$ cat config.mk
export PLATFORM = sky130hd
export DESIGN_NAME = burst_addr_gen
export DESIGN_NICKNAME = d
export VERILOG_FILES = /design/src/rtl/burst_addr_pkg.sv /design/src/rtl/burst_start_reg.sv /design/src/rtl/burst_seq_count.sv /design/src/rtl/burst_order_map.sv /design/src/rtl/burst_addr_gen.sv
export SDC_FILE = /design/constraint.sdc
export NUM_CORES = 1
export LEC_CHECK = 0
export BUFFER_PORTS_ARGS = -buffer_cell sky130_fd_sc_hd__buf_2
export CAP_MARGIN = 0
export CORE_AREA = 2 2 39 41
export CTS_CLUSTER_DIAMETER = 150
export DETAILED_ROUTE_END_ITERATION = 8
export DIE_AREA = 0 0 41 43
export GPL_TIMING_DRIVEN = 0
export SLEW_MARGIN = 5
export SYNTH_ARGS = -nofsm -noshare
export SYNTH_HDL_FRONTEND = slang
export SYNTH_SLANG_ARGS = --single-unit
$ cat constraint.sdc
create_clock -name clk -period 0.8 [get_ports clk]
set_input_delay 0 -clock clk [delete_from_list [all_inputs] [get_ports clk]]
set_output_delay 0 -clock clk [all_outputs]
set_load 0.005 [all_outputs]
$ cat src/rtl/burst_addr_pkg.sv
// Package: shared width and order encoding for the burst address counter.
// Assumes: bursts are a power-of-two length of 2**BURST_W positions.
package burst_addr_pkg;
    localparam int BURST_W = 2;
    localparam int BURST_LEN = 1 << BURST_W;

    typedef enum logic {
        ORDER_LINEAR     = 1'b0,
        ORDER_INTERLEAVE = 1'b1
    } burst_order_e;
endpackage

$ cat src/rtl/burst_start_reg.sv
// Module: holds the starting low address bits of the current burst.
// Assumes: load is already qualified by the address strobe logic upstream.
module burst_start_reg #(
    parameter int W = 2
) (
    input  logic         clk,
    input  logic         rst_n,
    input  logic         load,
    input  logic [W-1:0] start_in,
    output logic [W-1:0] start_q
);
    // Capture the start address on a load; clear on reset.
    always_ff @(posedge clk) begin
        if (!rst_n)
            start_q <= '0;
        else if (load)
            start_q <= start_in;
    end

    // a load edge makes the captured start equal the sampled input.
    assert_start_capture_R2: assert property (@(posedge clk) disable iff (!rst_n)
        load |=> (start_q == $past(start_in)));
endmodule

$ cat src/rtl/burst_seq_count.sv
// Module: wrapping sequence count giving the position within the burst.
// Assumes: a load restarts the burst and takes priority over an advance.
module burst_seq_count #(
    parameter int W = 2
) (
    input  logic         clk,
    input  logic         rst_n,
    input  logic         load,
    input  logic         adv_n,
    output logic [W-1:0] count_q
);
    // Clear on reset or load, step on advance, otherwise hold.
    always_ff @(posedge clk) begin
        if (!rst_n)
            count_q <= '0;
        else if (load)
            count_q <= '0;
        else if (!adv_n)
            count_q <= count_q + W'(1);
    end

    // a load clears the position even when an advance is present.
    assert_load_clears_R3: assert property (@(posedge clk) disable iff (!rst_n)
        load |=> (count_q == '0));

    // each advance steps the position by one, wrapping at the burst end.
    assert_count_wrap_R7: assert property (@(posedge clk) disable iff (!rst_n)
        (!load && !adv_n) |=> (count_q == W'($past(count_q) + W'(1))));
endmodule

$ cat src/rtl/burst_order_map.sv
// Module: maps start address and burst position onto the output address.
// Assumes: order select is static for the length of a burst.
module burst_order_map #(
    parameter int W = 2
) (
    input  logic         order_sel,
    input  logic [W-1:0] start_q,
    input  logic [W-1:0] count_q,
    output logic [W-1:0] addr_out
);
    import burst_addr_pkg::*;

    // Select XOR (interleaved) or modular sum (linear) of start and position.
    always_comb begin
        if (burst_order_e'(order_sel) == ORDER_INTERLEAVE)
            addr_out = start_q ^ count_q;
        else
            addr_out = start_q + count_q;
    end
endmodule

$ cat src/rtl/burst_addr_gen.sv
// Module: top of the dual-order burst address counter.
// Assumes: load comes from an accepted address strobe; adv_n is active low;
// order_sel is tied static (1 interleaved, 0 linear).
module burst_addr_gen #(
    parameter int BURST_W = burst_addr_pkg::BURST_W
) (
    input  logic               clk,
    input  logic               rst_n,
    input  logic               load,
    input  logic [BURST_W-1:0] start_addr,
    input  logic               adv_n,
    input  logic               order_sel,
    output logic [BURST_W-1:0] burst_addr
);
    logic [BURST_W-1:0] start_q;
    logic [BURST_W-1:0] count_q;

    burst_start_reg #(.W(BURST_W)) u_start (
        .clk      (clk),
        .rst_n    (rst_n),
        .load     (load),
        .start_in (start_addr),
        .start_q  (start_q)
    );

    burst_seq_count #(.W(BURST_W)) u_count (
        .clk     (clk),
        .rst_n   (rst_n),
        .load    (load),
        .adv_n   (adv_n),
        .count_q (count_q)
    );

    burst_order_map #(.W(BURST_W)) u_map (
        .order_sel (order_sel),
        .start_q   (start_q),
        .count_q   (count_q),
        .addr_out  (burst_addr)
    );

    // a reset edge leaves the output at zero.
    assert_reset_zero_R1: assert property (@(posedge clk)
        !rst_n |=> (burst_addr == '0));

    // after a load the port shows the sampled start value.
    assert_load_output_R2: assert property (@(posedge clk) disable iff (!rst_n)
        load |=> (burst_addr == $past(start_addr)));

    // with no load and no advance the output is held.
    assert_suspend_hold_R6: assert property (@(posedge clk) disable iff (!rst_n)
        (!load && adv_n) |=> ($stable(burst_addr) || !$stable(order_sel)));

    // in linear order each advance adds one to the output.
    assert_linear_step_R5: assert property (@(posedge clk) disable iff (!rst_n)
        (!load && !adv_n && !order_sel) |=>
            ((burst_addr == BURST_W'($past(burst_addr) + BURST_W'(1))) || !$stable(order_sel)));
endmodule

* Yosys cells after proc, flatten, opt, wreduce, memory -nomap -nowiden
Cells that the tools add are included.
** Cells by class
- Add/subtract/negate cells :: 2
- Bitwise gates (word level) :: 2
- Reductions and logical operators :: 1
- Multiplexer cells :: 1
** Operators by type and width (count)
- adder 2 x 1 -> 2 bit (second input constant) :: 1
- adder 2 bit :: 1
- 2-to-1 mux 2 bit :: 1
- OR reduction 2 bit :: 1
- XOR 2 bit :: 1
- NOT 1 bit :: 1
** Storage, ports and cells
- Bits in registers :: 4
- Output and inout bits :: 2
- Input bits :: 7
- Logic and storage cells :: 8

* Logic depth before layout (Yosys ltp)
- Depth after elaboration :: 2
- Gate-level depth with buffers :: 3
- Mapped depth without buffers :: 3

* By module
From an unflattened synthesis, not the netlist that was laid out.
** Unflattened totals
- Cell total of the unflattened synthesis :: 18
- Area, all modules :: 195.2 µm²
** By module, submodules not included
- burst_seq_count :: area an instance 86.3 µm², seq. area each 40.0 µm², times used 1, cells an instance 8
- burst_start_reg :: area an instance 72.6 µm², seq. area each 40.0 µm², times used 1, cells an instance 6
- burst_order_map :: area an instance 36.3 µm², seq. area each 0.0 µm², times used 1, cells an instance 4

* Worst setup path before layout
Ideal clock, no wire load.
- Path type :: register to output
- From :: register u_start.start_q[0]
- To :: output burst_addr[1]
- Buffers on the path :: 0
- Data required time :: 0.800 ns
- Arrival time :: 0.746 ns
- Cell stages (with the launch flop) :: 4
- Slack :: 0.054 ns
- Cells stage by stage :: dfxtp_1 -> ha_1 -> nor2b_1 -> xnor2_1
** On the way
- Longest elaborated chain between the ends :: 2
** Ends and longest elaborated chain
- start, declared :: RTL line burst_start_reg.sv:10 : output logic [W-1:0] start_q
- start signal, assigned :: RTL line burst_start_reg.sv:17 : start_q <= start_in;
- adder 2 bit :: RTL line burst_order_map.sv:18 : addr_out = start_q + count_q;
- 2-to-1 mux 2 bit :: RTL line burst_order_map.sv:15 : if (burst_order_e'(order_sel) == ORDER_INTERLEAVE)
- end, declared :: RTL line burst_addr_gen.sv:13 : output logic [BURST_W-1:0] burst_addr
Every way passes these cells.

* Final worst setup path
- From :: register u_count.count_q[0]
- To :: output burst_addr[1]
** On the way
- Longest elaborated chain between the ends :: 2
** Ends and longest elaborated chain
- start, declared :: RTL line burst_seq_count.sv:10 : output logic [W-1:0] count_q
- start signal, assigned :: RTL line burst_seq_count.sv:19 : count_q <= count_q + W'(1);
- adder 2 bit :: RTL line burst_order_map.sv:18
- 2-to-1 mux 2 bit :: RTL line burst_order_map.sv:15
Every way passes these cells.

==> metrics <==
via count=163; drt first pass iters=2; Mapped Area=200.2 um^2; clock buffer depth=2; slowest cell delay on critical path=0.33 ns; worst-skew pair later-pin latency=0.24 ns; die span in x=41 um; worst endpoint data arrival time=1.07 ns; Yosys cell types=10; FILL cells=163; worst hold path class=in -> reg; crit path max fanout=2; sequential element share of the synthesized area=40.00%; Min-Delay Path Depth=2; violated checks=setup timing; total track usage=7.021%; CP Cell Sequence=ha_4, nor2b_4, xnor2_2, buf_2; RSZ-0062 raised after global routing=true; vias in the first global route=189; FF-to-FF setup slack=-0.09 ns; final slew viol count=0; gpl congestion=0.6670; Crit Path Category=reg -> out; TritonCTS clock tree=done; initial antenna violation count=0; global-route wire length before repair=710 um; Static Leak=0.1445 nW; Synth Net Count=26; Detail Route Antenna Nets=0; Die ar.=1763 um^2; worst reg2reg path endpoint=u_count.count_q[1]$_SDFFE_PP0N_; Critical Path Source Type=register; Die H=43 um; Worst-path clk slew=0.04 ns; final worst path period share=133.3%; layout cells sized above 1=70.97%; Worst VDD drop=500.2 uV; CP max-delay cell=dfxtp_2; Routed WL=400 um; port bufs=8; Starting Density=14.47%; Avg WL per Cell=8.511 um; DRT iter0 DRCs=6; # setup viols final=4; minimum clock period=1.066 ns; top cell family by delay on the critical path=flip-flops; Hold Worst Slack=0.006140 ns; DRC Markers=0; FF-to-FF path depth=4; Final #Nets=41; status=finished with violations; final hold violations=0; clk_skew=0.002821 ns; Ports=9; mean number of vias per cell=3.468; TritonCTS buffer count=3; setup tns final=-0.4846 ns; max-cap violation count=0; grt ovf=0; CP Capture Type=output pin; Area growth syn-to-layout=70.63%; Rel. slew slack=87.77%; FMAX=0.9378 GHz; Worst-Margin Slew=0.1825 ns; Post-Synthesis Cells=18; CP Buf/Inv Count=1; n_diodes=0; Synthesis Warnings=0; H-tree depth=1; largest net degree at the start of global routing=4; #FFs+latches synth=4; row count=14; CTS root buffer=clkbuf_4; HP Start=rst_n; final setup margin=-0.2663 ns; reg2reg start=u_count.count_q[0]$_SDFFE_PP0N_; clock sink total=4; hold endpoint=u_start.start_q[0]$_SDFFE_PN0P_; required time worst endpoint=0.80 ns; Avg Cell Area, Syn=11.12 um^2; Power Dens Cells=1658 nW/um^2; Core ar.=1384 um^2
## through the flow
step | total power [mW] | utilization [%] | std cells | setup WS (ns) | instance area, um^2
floorplan | 0.2547 | - | 18 | 0.05430 | 200.2
global placement | 0.2853 | 18.81 | 42 | -0.05090 | 260.3
detailed placement | 0.2856 | 18.81 | 42 | -0.06917 | 260.3
CTS | 0.5717 | 23.60 | 47 | -0.2780 | 326.6
global route | 0.6062 | 24.68 | 47 | -0.3418 | 341.6
finish | 0.5663 | 24.68 | 47 | -0.2663 | 341.6
## placed cells by master (no fill, tap or decap), drive strengths merged
master  count
nor2        1
mux2i       2
nor2b       4
nor3        1
dfxtp       4
clkbuf      3
ha          1
xnor2       3
and2b       1
nand2b      1
buf        10
## final cells by class
type / count / area (um^2) / share of cell area (%)
clock buffers: 3 / 22.52 / 6.593
flip-flops and latches: 4 / 82.58 / 24.18
multi-input cells: 14 / 155.1 / 45.42
well taps: 16 / 20.02 / 5.861
repair buffers: 10 / 61.31 / 17.95
## worst reg2reg max path: cells and delay by family (launching register included)
kind          cells  cell delay (ns)
simple gates      2             0.20
flops             1             0.34
xor+xnor          1             0.12
buf+inv           1             0.11
## flip-flops by register name (all words and copies together) (netlist names)
signal and count:
u_start.start_q 2, u_count.count_q 2
## kinds of logic after synthesis
family                     count (synthesis)  synth area share, %
xor gates and xnor gates                   3                13.13
and+or+nand+nor                            8                30.63
adders and majority gates                  1                6.249
muxes                                      2                10.00
DFF                                        4                40.00
## power by group
| group | switching [mW] | leakage [nW] | internal [mW] | total (mW) |
|---|---|---|---|---|
| sequential | 0.00910 | 0.0336 | 0.211 | 0.220 |
| clock | 0.0849 | 0.0138 | 0.168 | 0.253 |
| combinational | 0.0320 | 0.0971 | 0.0612 | 0.0932 |
## cell usage after synthesis (all sizes together)
master / instances / share of area, %
xnor2: 3 / 13
nand2b: 1 / 3.1
ha: 1 / 6.2
mux2i: 2 / 10
and2b: 1 / 4.4
nor2b: 4 / 16
dfxtp: 4 / 40
nor3: 1 / 5.0
nor2: 1 / 1.9
## what timing repair did
action | CTS | global route
buffers inserted | 2 | 0
gates resized for setup | 7 | 2
setup endpoints to repair | 2 | 4
hold buffers | 0 | 0
pin swaps | 2 | 2
## worst max path at each step
| stage | slack (ns) | from | to | depth (start not counted) |
|---|---|---|---|---|
| after floorplan | 0.05 | u_start.start_q[0]$_SDFFE_PN0P_ | burst_addr[1] | 3 |
| after global placement | -0.05 | u_count.count_q[0]$_SDFFE_PP0N_ | burst_addr[1] | 4 |
| after detailed placement | -0.07 | u_count.count_q[0]$_SDFFE_PP0N_ | burst_addr[1] | 4 |
| after CTS | -0.28 | u_count.count_q[0]$_SDFFE_PP0N_ | burst_addr[1] | 4 |
| after global routing | -0.34 | u_count.count_q[0]$_SDFFE_PP0N_ | burst_addr[1] | 4 |
| final | -0.27 | u_count.count_q[0]$_SDFFE_PP0N_ | burst_addr[1] | 4 |
## per-layer routing
metal  vias up  GRT usage [%]  wire length [um]
met5         -              0                 0
met4         0          6.000                 0
met3         0          7.853                46
met2         7          9.063               201
met1        72          5.449               153
li1         84              -                 -
Note: power is estimated with default switching activity, not from simulation.
